## config.mk

```make
export PLATFORM = sky130hd
export DESIGN_NAME = cpu_flag_reg
export DESIGN_NICKNAME = d
export VERILOG_FILES = /design/src/rtl/flag_pkg.sv /design/src/rtl/flag_io_port.sv /design/src/rtl/flag_tbit_xfer.sv /design/src/rtl/flag_arith_update.sv /design/src/rtl/flag_ie_fsm.sv /design/src/rtl/cpu_flag_reg.sv
export SDC_FILE = /design/constraint.sdc
export NUM_CORES = 1
export LEC_CHECK = 0
export ABC_AREA = 1
export BUFFER_PORTS_ARGS = -buffer_cell sky130_fd_sc_hd__buf_2
export CORE_MARGIN = 2
export CORE_UTILIZATION = 24
export DETAILED_ROUTE_END_ITERATION = 12
export PLACE_DENSITY_LB_ADDON = 0.3
export SETUP_SLACK_MARGIN = 0.05
export SYNTH_ARGS = -nofsm -noshare
export SYNTH_HDL_FRONTEND = slang
export SYNTH_SLANG_ARGS = --single-unit
```

## constraint.sdc

```tcl
create_clock -name clk -period 1.6 [get_ports clk]
set_input_delay 0.4 -clock clk [delete_from_list [all_inputs] [get_ports clk]]
set_output_delay 0.4 -clock clk [all_outputs]
set_load 0.01 [all_outputs]
```

## src/rtl/flag_pkg.sv

```systemverilog
package flag_pkg;

    typedef struct packed {
        logic ie;
        logic t;
        logic h;
        logic s;
        logic v;
        logic n;
        logic z;
        logic c;
    } flags_t;

    typedef enum logic {
        IE_MASKED = 1'b0,
        IE_OPEN   = 1'b1
    } ie_state_e;

    localparam int ALU_H = 4;
    localparam int ALU_V = 3;
    localparam int ALU_N = 2;
    localparam int ALU_Z = 1;
    localparam int ALU_C = 0;
    localparam int ALU_FLAGS = 5;

endpackage

```

## src/rtl/flag_io_port.sv

```systemverilog
module flag_io_port #(
    parameter int AW = 6,
    parameter int DW = 8,
    parameter logic [AW-1:0] IO_ADDR = 6'h3F
) (
    input  logic [AW-1:0] io_addr,
    input  logic          io_wr,
    input  logic [DW-1:0] cur_byte,
    output logic          wr_hit,
    output logic [DW-1:0] io_rdata
);

    logic sel;

    always_comb begin
        sel      = (io_addr == IO_ADDR);
        wr_hit   = sel & io_wr;
        io_rdata = sel ? cur_byte : '0;
    end

endmodule

```

## src/rtl/flag_tbit_xfer.sv

```systemverilog
module flag_tbit_xfer #(
    parameter int DW = 8,
    localparam int SELW = $clog2(DW)
) (
    input  logic [DW-1:0]   bit_src,
    input  logic [SELW-1:0] bit_sel,
    input  logic            t_cur,
    output logic            bst_bit,
    output logic [DW-1:0]   bld_data
);

    assign bst_bit = bit_src[bit_sel];

    for (genvar g = 0; g < DW; g++) begin : g_bld
        assign bld_data[g] = (bit_sel == SELW'(g)) ? t_cur : bit_src[g];
    end

endmodule

```

## src/rtl/flag_arith_update.sv

```systemverilog
module flag_arith_update
    import flag_pkg::*;
(
    input  flags_t                 cur,
    input  logic [ALU_FLAGS-1:0]   alu_we,
    input  logic [ALU_FLAGS-1:0]   alu_val,
    input  logic                   wr_hit,
    input  logic [6:0]             wr_low,
    input  logic                   bst_en,
    input  logic                   bst_bit,
    output logic [6:0]             next_low
);

    flags_t nx;

    always_comb begin
        nx = cur;
        if (alu_we[ALU_H]) nx.h = alu_val[ALU_H];
        if (alu_we[ALU_V]) nx.v = alu_val[ALU_V];
        if (alu_we[ALU_N]) nx.n = alu_val[ALU_N];
        if (alu_we[ALU_Z]) nx.z = alu_val[ALU_Z];
        if (alu_we[ALU_C]) nx.c = alu_val[ALU_C];
        if (alu_we[ALU_V] | alu_we[ALU_N]) nx.s = nx.n ^ nx.v;
        if (bst_en) nx.t = bst_bit;
        if (wr_hit) next_low = wr_low;
        else        next_low = nx[6:0];
    end

endmodule

```

## src/rtl/flag_ie_fsm.sv

```systemverilog
module flag_ie_fsm
    import flag_pkg::*;
#(
    parameter int NUM_IRQ = 8
) (
    input  logic               clk,
    input  logic               rst_n,
    input  logic               irq_enter,
    input  logic               irq_return,
    input  logic               wr_hit,
    input  logic               wr_ie,
    input  logic [NUM_IRQ-1:0] irq_req_in,
    output logic               ie,
    output logic               irq_req_out
);

    ie_state_e state_q, state_d;

    always_comb begin
        state_d = state_q;
        unique case (state_q)
            IE_MASKED: begin
                if (!irq_enter && wr_hit && wr_ie)
                    state_d = IE_OPEN;           // open_by_write
                else if (!irq_enter && !wr_hit && irq_return)
                    state_d = IE_OPEN;           // open_by_return
            end
            IE_OPEN: begin
                if (irq_enter)
                    state_d = IE_MASKED;         // close_by_entry
                else if (wr_hit && !wr_ie)
                    state_d = IE_MASKED;         // close_by_write
            end
            default: state_d = IE_MASKED;
        endcase
    end

    always_ff @(posedge clk or negedge rst_n) begin
        if (!rst_n) state_q <= IE_MASKED;
        else        state_q <= state_d;
    end

    always_comb begin
        ie          = (state_q == IE_OPEN);
        irq_req_out = ie & (|irq_req_in);
    end

endmodule

```

## src/rtl/cpu_flag_reg.sv

```systemverilog
module cpu_flag_reg
    import flag_pkg::*;
#(
    parameter int AW = 6,
    parameter logic [AW-1:0] IO_ADDR = 6'h3F,
    parameter int NUM_IRQ = 8,
    parameter int DW = 8,
    localparam int SELW = $clog2(DW)
) (
    input  logic                 clk,
    input  logic                 rst_n,
    input  logic [AW-1:0]        io_addr,
    input  logic                 io_wr,
    input  logic [7:0]           io_wdata,
    output logic [7:0]           io_rdata,
    input  logic [ALU_FLAGS-1:0] alu_we,
    input  logic [ALU_FLAGS-1:0] alu_val,
    input  logic                 irq_enter,
    input  logic                 irq_return,
    input  logic [NUM_IRQ-1:0]   irq_req_in,
    output logic                 irq_req_out,
    input  logic                 bst_en,
    input  logic [SELW-1:0]      bit_sel,
    input  logic [DW-1:0]        bit_src,
    output logic [DW-1:0]        bld_data,
    output logic [7:0]           flags_out
);

    logic       wr_hit;
    logic       ie;
    logic       bst_bit;
    logic [6:0] low_q, low_d;
    flags_t     cur;

    assign cur       = flags_t'({ie, low_q});
    assign flags_out = cur;

    flag_io_port #(.AW(AW), .DW(8), .IO_ADDR(IO_ADDR)) u_io (
        .io_addr  (io_addr),
        .io_wr    (io_wr),
        .cur_byte (flags_out),
        .wr_hit   (wr_hit),
        .io_rdata (io_rdata)
    );

    flag_tbit_xfer #(.DW(DW)) u_tbit (
        .bit_src  (bit_src),
        .bit_sel  (bit_sel),
        .t_cur    (cur.t),
        .bst_bit  (bst_bit),
        .bld_data (bld_data)
    );

    flag_arith_update u_arith (
        .cur      (cur),
        .alu_we   (alu_we),
        .alu_val  (alu_val),
        .wr_hit   (wr_hit),
        .wr_low   (io_wdata[6:0]),
        .bst_en   (bst_en),
        .bst_bit  (bst_bit),
        .next_low (low_d)
    );

    flag_ie_fsm #(.NUM_IRQ(NUM_IRQ)) u_ie (
        .clk         (clk),
        .rst_n       (rst_n),
        .irq_enter   (irq_enter),
        .irq_return  (irq_return),
        .wr_hit      (wr_hit),
        .wr_ie       (io_wdata[7]),
        .irq_req_in  (irq_req_in),
        .ie          (ie),
        .irq_req_out (irq_req_out)
    );

    always_ff @(posedge clk or negedge rst_n) begin
        if (!rst_n) low_q <= '0;
        else        low_q <= low_d;
    end

endmodule

```

# Yosys cells after proc, flatten, opt, wreduce, memory -nomap -nowiden
# Cells that the tools add are included.
# totals
ff_bits,8
wordCells,60
# classes
n_lt_le_gt_ge,1
n_eq_ne,8
n_mux,24
n_bitwise,5
reduce_logical,15
# ops
cell,n
2-to-1 mux 1 bit,20
"== test 3 bit, second input constant",4
nonzero test 2 bit,5
2-to-1 mux 8 bit,1
OR reduction 8 bit,1
2-to-1 mux 7 bit,1
"== test 3 x 2 -> 1 bit, second input constant",2
"== test 6 bit, second input constant",1
logical AND 1 bit,5
"less-than comparator 3 x 4 -> 1 bit, second input constant",1
binary-select mux 1 bit (select 3 bit),1
"== test 3 x 1 -> 1 bit, second input constant",1
logical NOT 1 bit,3
logical NOT 3 bit,1
AND 1 bit,2
one-hot mux 1 bit (2 select lines),1
NOT 1 bit,1
bitwise OR 1 bit,1
XOR 1 bit,1

# Depth between registers and ports, before layout
# depth
depth_word,8
mapped_depth,10

# By module
# From an unflattened synthesis, not the netlist that was laid out.
# hier_totals
hier_cells,149
area_unflattened_um2,804.5
# modules_own_cells
module,n_inst,cells_per_inst,area_each_um2,seq_area_each_um2
flag_tbit_xfer,1,52,237.7,0.0
flag_arith_update,1,51,210.2,0.0
cpu_flag_reg,1,8,182.7,175.2
flag_io_port,1,24,95.1,0.0
flag_ie_fsm,1,14,78.8,25.0

# Worst setup path after synthesis
# No wires, ideal clock.
# synth_timing
path_kind,input-to-output
startpoint,in bit_sel[1]
endpoint,out bld_data[1]
t_arrival_ns,1.014
required_time_ns,1.200
slack_ns,0.186
stages,4
n_path_buf,1
path_cell_list,buf_2 -> inv_1 -> nand3_1 -> o21ai_0
# synth_between
elab_chain_cells,2
# synth_rtl
element,line_no,rtl
start: declaration,cpu_flag_reg.sv:23,"input logic [SELW-1:0] bit_sel,"
== test 3 x 1 -> 1 bit,flag_tbit_xfer.sv:15,assign bld_data[g] = (bit_sel == SELW'(g)) ? t_cur : bit_src[g];
2-to-1 mux 1 bit,flag_tbit_xfer.sv:15,
end: declaration,cpu_flag_reg.sv:25,"output logic [DW-1:0] bld_data,"
# Every way passes these cells.

# Final worst setup path
# layout_timing
startpoint,in bit_sel[0]
endpoint,out bld_data[0]
# layout_between
elab_chain_cells,2
# layout_rtl
element,line_no
logical NOT 3 bit,flag_tbit_xfer.sv:15
2-to-1 mux 1 bit,flag_tbit_xfer.sv:15
# Every way passes these cells.

==> flow_summary_export.csv <==
group,metric,value,unit
status,outcome,"completed",
critical_path,cp-startpoint,"bit_sel[0]",
sta,skew,0.001168,ns
sta,slew_viol_final,0,
power_and_ir_drop,power,632.2,µW
cts,clk_latency,0.24,ns
hold_path,hold_class,"primary input to flip-flop",
cells_and_area,drive_above_1_share,44.83,%
route,avgViaCountPerCell,4.339,
cells_and_area,fillCellCount,341,
power_and_ir_drop,p_leak,0.0007212,µW
place,post-place-ws,0.02986,ns
cts,clock_path_buffers,2,
synthesis,yosys.cell_types.count,21,
synthesis,synth_nets,176,
critical_path,critPathLaunchType,"primary input",
global_routing,grt_use_met3,2.165,%
synthesis,synthCells,127,
route,vias,1024,
synthesis,ys_warn_count,0,
critical_path,cp_data_arrival_time,1.08,ns
sta,setup_viol,0,
critical_path,worstPathMaxFanout,10,
global_routing,overflow,0,
place,io_buffer_count,73,
die,pin_count,74,
route,wire_per_inst,8.945,µm
power_and_ir_drop,p_per_area,530.7,nW/µm²
sta,slew_headroom,84.81,%
global_routing,grt_first_pass_wirelength,3.422,mm
critical_path,crit_type,"primary input to primary output",
critical_path,cp-endpoint,"bld_data[0]",
critical_path,r2r_cells,5,
sta,tightest_slew,0.2254,ns
cells_and_area,area_growth,58.67,%
sta,fin_crit_sh,92.72,%
cells_and_area,diodes,0,
critical_path,reg2reg_slack,0.53,ns
global_routing,grtUsageMet2,20.19,%
sta,hold_viol,0,
place,hpwl,1.798,mm
sta,setup-tns-final,0,ns
global_routing,grt_pass1_vias,814,
synthesis,ys_ff_latch,8,
die,die_w,59.93,µm
critical_path,critical_path.endpoint_type,"primary output",
die,die_h,59.93,µm
power_and_ir_drop,ir_drop,316.0,µV
sta,timing.final.ws_setup,0.1165,ns
critical_path,regToRegStartpoint,"low_q[2]$_DFF_PN0_",
route,drtIter0Drc,66,
die,coreArea,3003,µm²
global_routing,grt_util_all_layers,12.29,%
sta,period_minus_slack,1.484,ns
global_routing,antenna_found_initial,0,
cts,cts_tree,"yes",
global_routing,use_met1,15.88,%
die,start_util,25.00,%
cts,cts.htree.levels,1,
cells_and_area,nNetsFinal,254,
cts,cts_sinks,8,
sta,rsz0062_at_grt,"yes",
critical_path,worstReg2RegEnd,"low_q[4]$_DFFE_PN0P_",
synthesis,syn_avg_cell_area,5.911,µm²
route,wl,2.111,mm
route,ant_nets,0,
die,dieArea,3592,µm²
global_routing,grt_max_degree,11,
cts,ctsRootBufferMaster,"clkbuf_4",
route,dr.pass1.iters,4,
die,rows,20,
global_routing,grt-busiest-layer,"met2",
cts,cts_buffers,3,
route,drc,0,
synthesis,seq_area_frac_synth,26.67,%
flow_run,cap_violations,0,
cts,clk_pin_slew_worst_paths,0.05,ns
synthesis,synth_area,750.7,µm²
critical_path,crit_required,1.20,ns
sta,fmax,674.1,MHz
place,place_congestion,0.7723,
-- how the worst min path moves through the flow --
stage / cells past startpoint / from / end
6_report: 2 / irq_enter / u_ie.ie$_DFF_PN0_
3_5_place_dp: 1 / rst_n / low_q[4]$_DFFE_PN0P_
2_1_floorplan: 0 / rst_n / low_q[0]$_DFFE_PN0P_
4_1_cts: 2 / irq_enter / u_ie.ie$_DFF_PN0_
3_3_place_gp: 1 / rst_n / low_q[2]$_DFF_PN0_
5_1_grt: 2 / irq_enter / u_ie.ie$_DFF_PN0_
-- repair_timing --
| action | 4_1_cts | 5_1_grt |
|---|---|---|
| hold endpoints to repair | 8 | 0 |
| hold buffers | 1 | 0 |
| setup buffers | 0 | 0 |
| resized for setup | 2 | 4 |
| endpoints found under the setup margin | 13 | 5 |
-- stage by stage --
step                util [%]  hold slack, ns  cells  cell area [µm²]
finish                 39.67          0.3096    236             1191
floorplan                  -          0.1044    127            750.7
CTS                    39.42          0.2960    236             1184
global placement       38.25          0.2473    232             1149
global route           39.67          0.3005    236             1191
detailed placement     38.25          0.2546    232             1149
-- cell type report --
class	instances	area, µm²	area share, %
Timing Repair Buffer	77	400.4	33.61
Clock buffer	3	22.52	1.891
Sequential cell	8	200.2	16.81
Multi-Input combinational cell	97	456.7	38.34
Tap cell	33	41.29	3.466
Inverter	18	70.07	5.882
-- worst max-delay path, stage by stage --
cell and delay (ns):
clkbuf_4 0.18, nor2_4 0.14, a21oi_1 0.07, a31oi_1 0.14, buf_2 0.15
-- state kept, by name, indices dropped and copies added, names as in the netlist --
signal   cells
low_q        7
u_ie.ie      1
-- Yosys cell counts, drive strengths merged --
library cell / count / area share [%]
nor2: 16 / 9.3
dfrtp: 8 / 27
a31oi: 2 / 1.7
nor4: 2 / 1.7
o21ai: 14 / 9.8
a21oi: 7 / 4.7
or2: 2 / 1.7
inv: 18 / 9.3
buf: 4 / 4.2
nand2: 42 / 21
a211oi: 1 / 1.0
nand3: 11 / 9.0
-- power by group --
group / internal [µW] / total (µW) / switching, µW / leakage (µW)
sequential: 224 / 237 / 12.8 / 0.0000966
clock: 85.3 / 146 / 61.2 / 0.0000138
combinational: 115 / 249 / 134 / 0.000611
total: 424 / 632 / 208 / 0.000721
-- cell usage in the layout (no fill, tap or decap) --
master         Yosys  layout
buf_2              1      72
nand2_1           42      41
nor2_1            14      14
inv_1             16      13
o21ai_0           12      12
nand3_1           10      10
dfrtp_1            8       8
a21oi_1            7       7
inv_2              1       4
clkbuf_4           0       4
buf_4              2       3
or2_2              2       2
nor2_4             1       2
nor4_1             2       2
a31oi_1            2       2
nand3_4            1       1
nand2_2            0       1
a211oi_1           1       1
inv_4              1       1
o21ai_1            1       1
o21ai_2            1       1
dlygate4sd3_1      0       1
-- cells by family (layout without fill, tap and decap cells) --
kind of cell,count (synthesis),after routing,synth area share (%)
AND/OR/NAND/NOR,73,73,42.67
flip-flops,8,8,26.67
AO/OA/AOI/OAI,24,24,17.17
buffers and inverters,22,98,13.50
-- routing by layer --
layer | vias to the layer above | wire length, µm
li1 | 557 | -
met1 | 415 | 928
met2 | 50 | 982
met3 | 2 | 198
met4 | 0 | 2
met5 | - | 0
No activity file was read; power rests on OpenSTA's default activity.
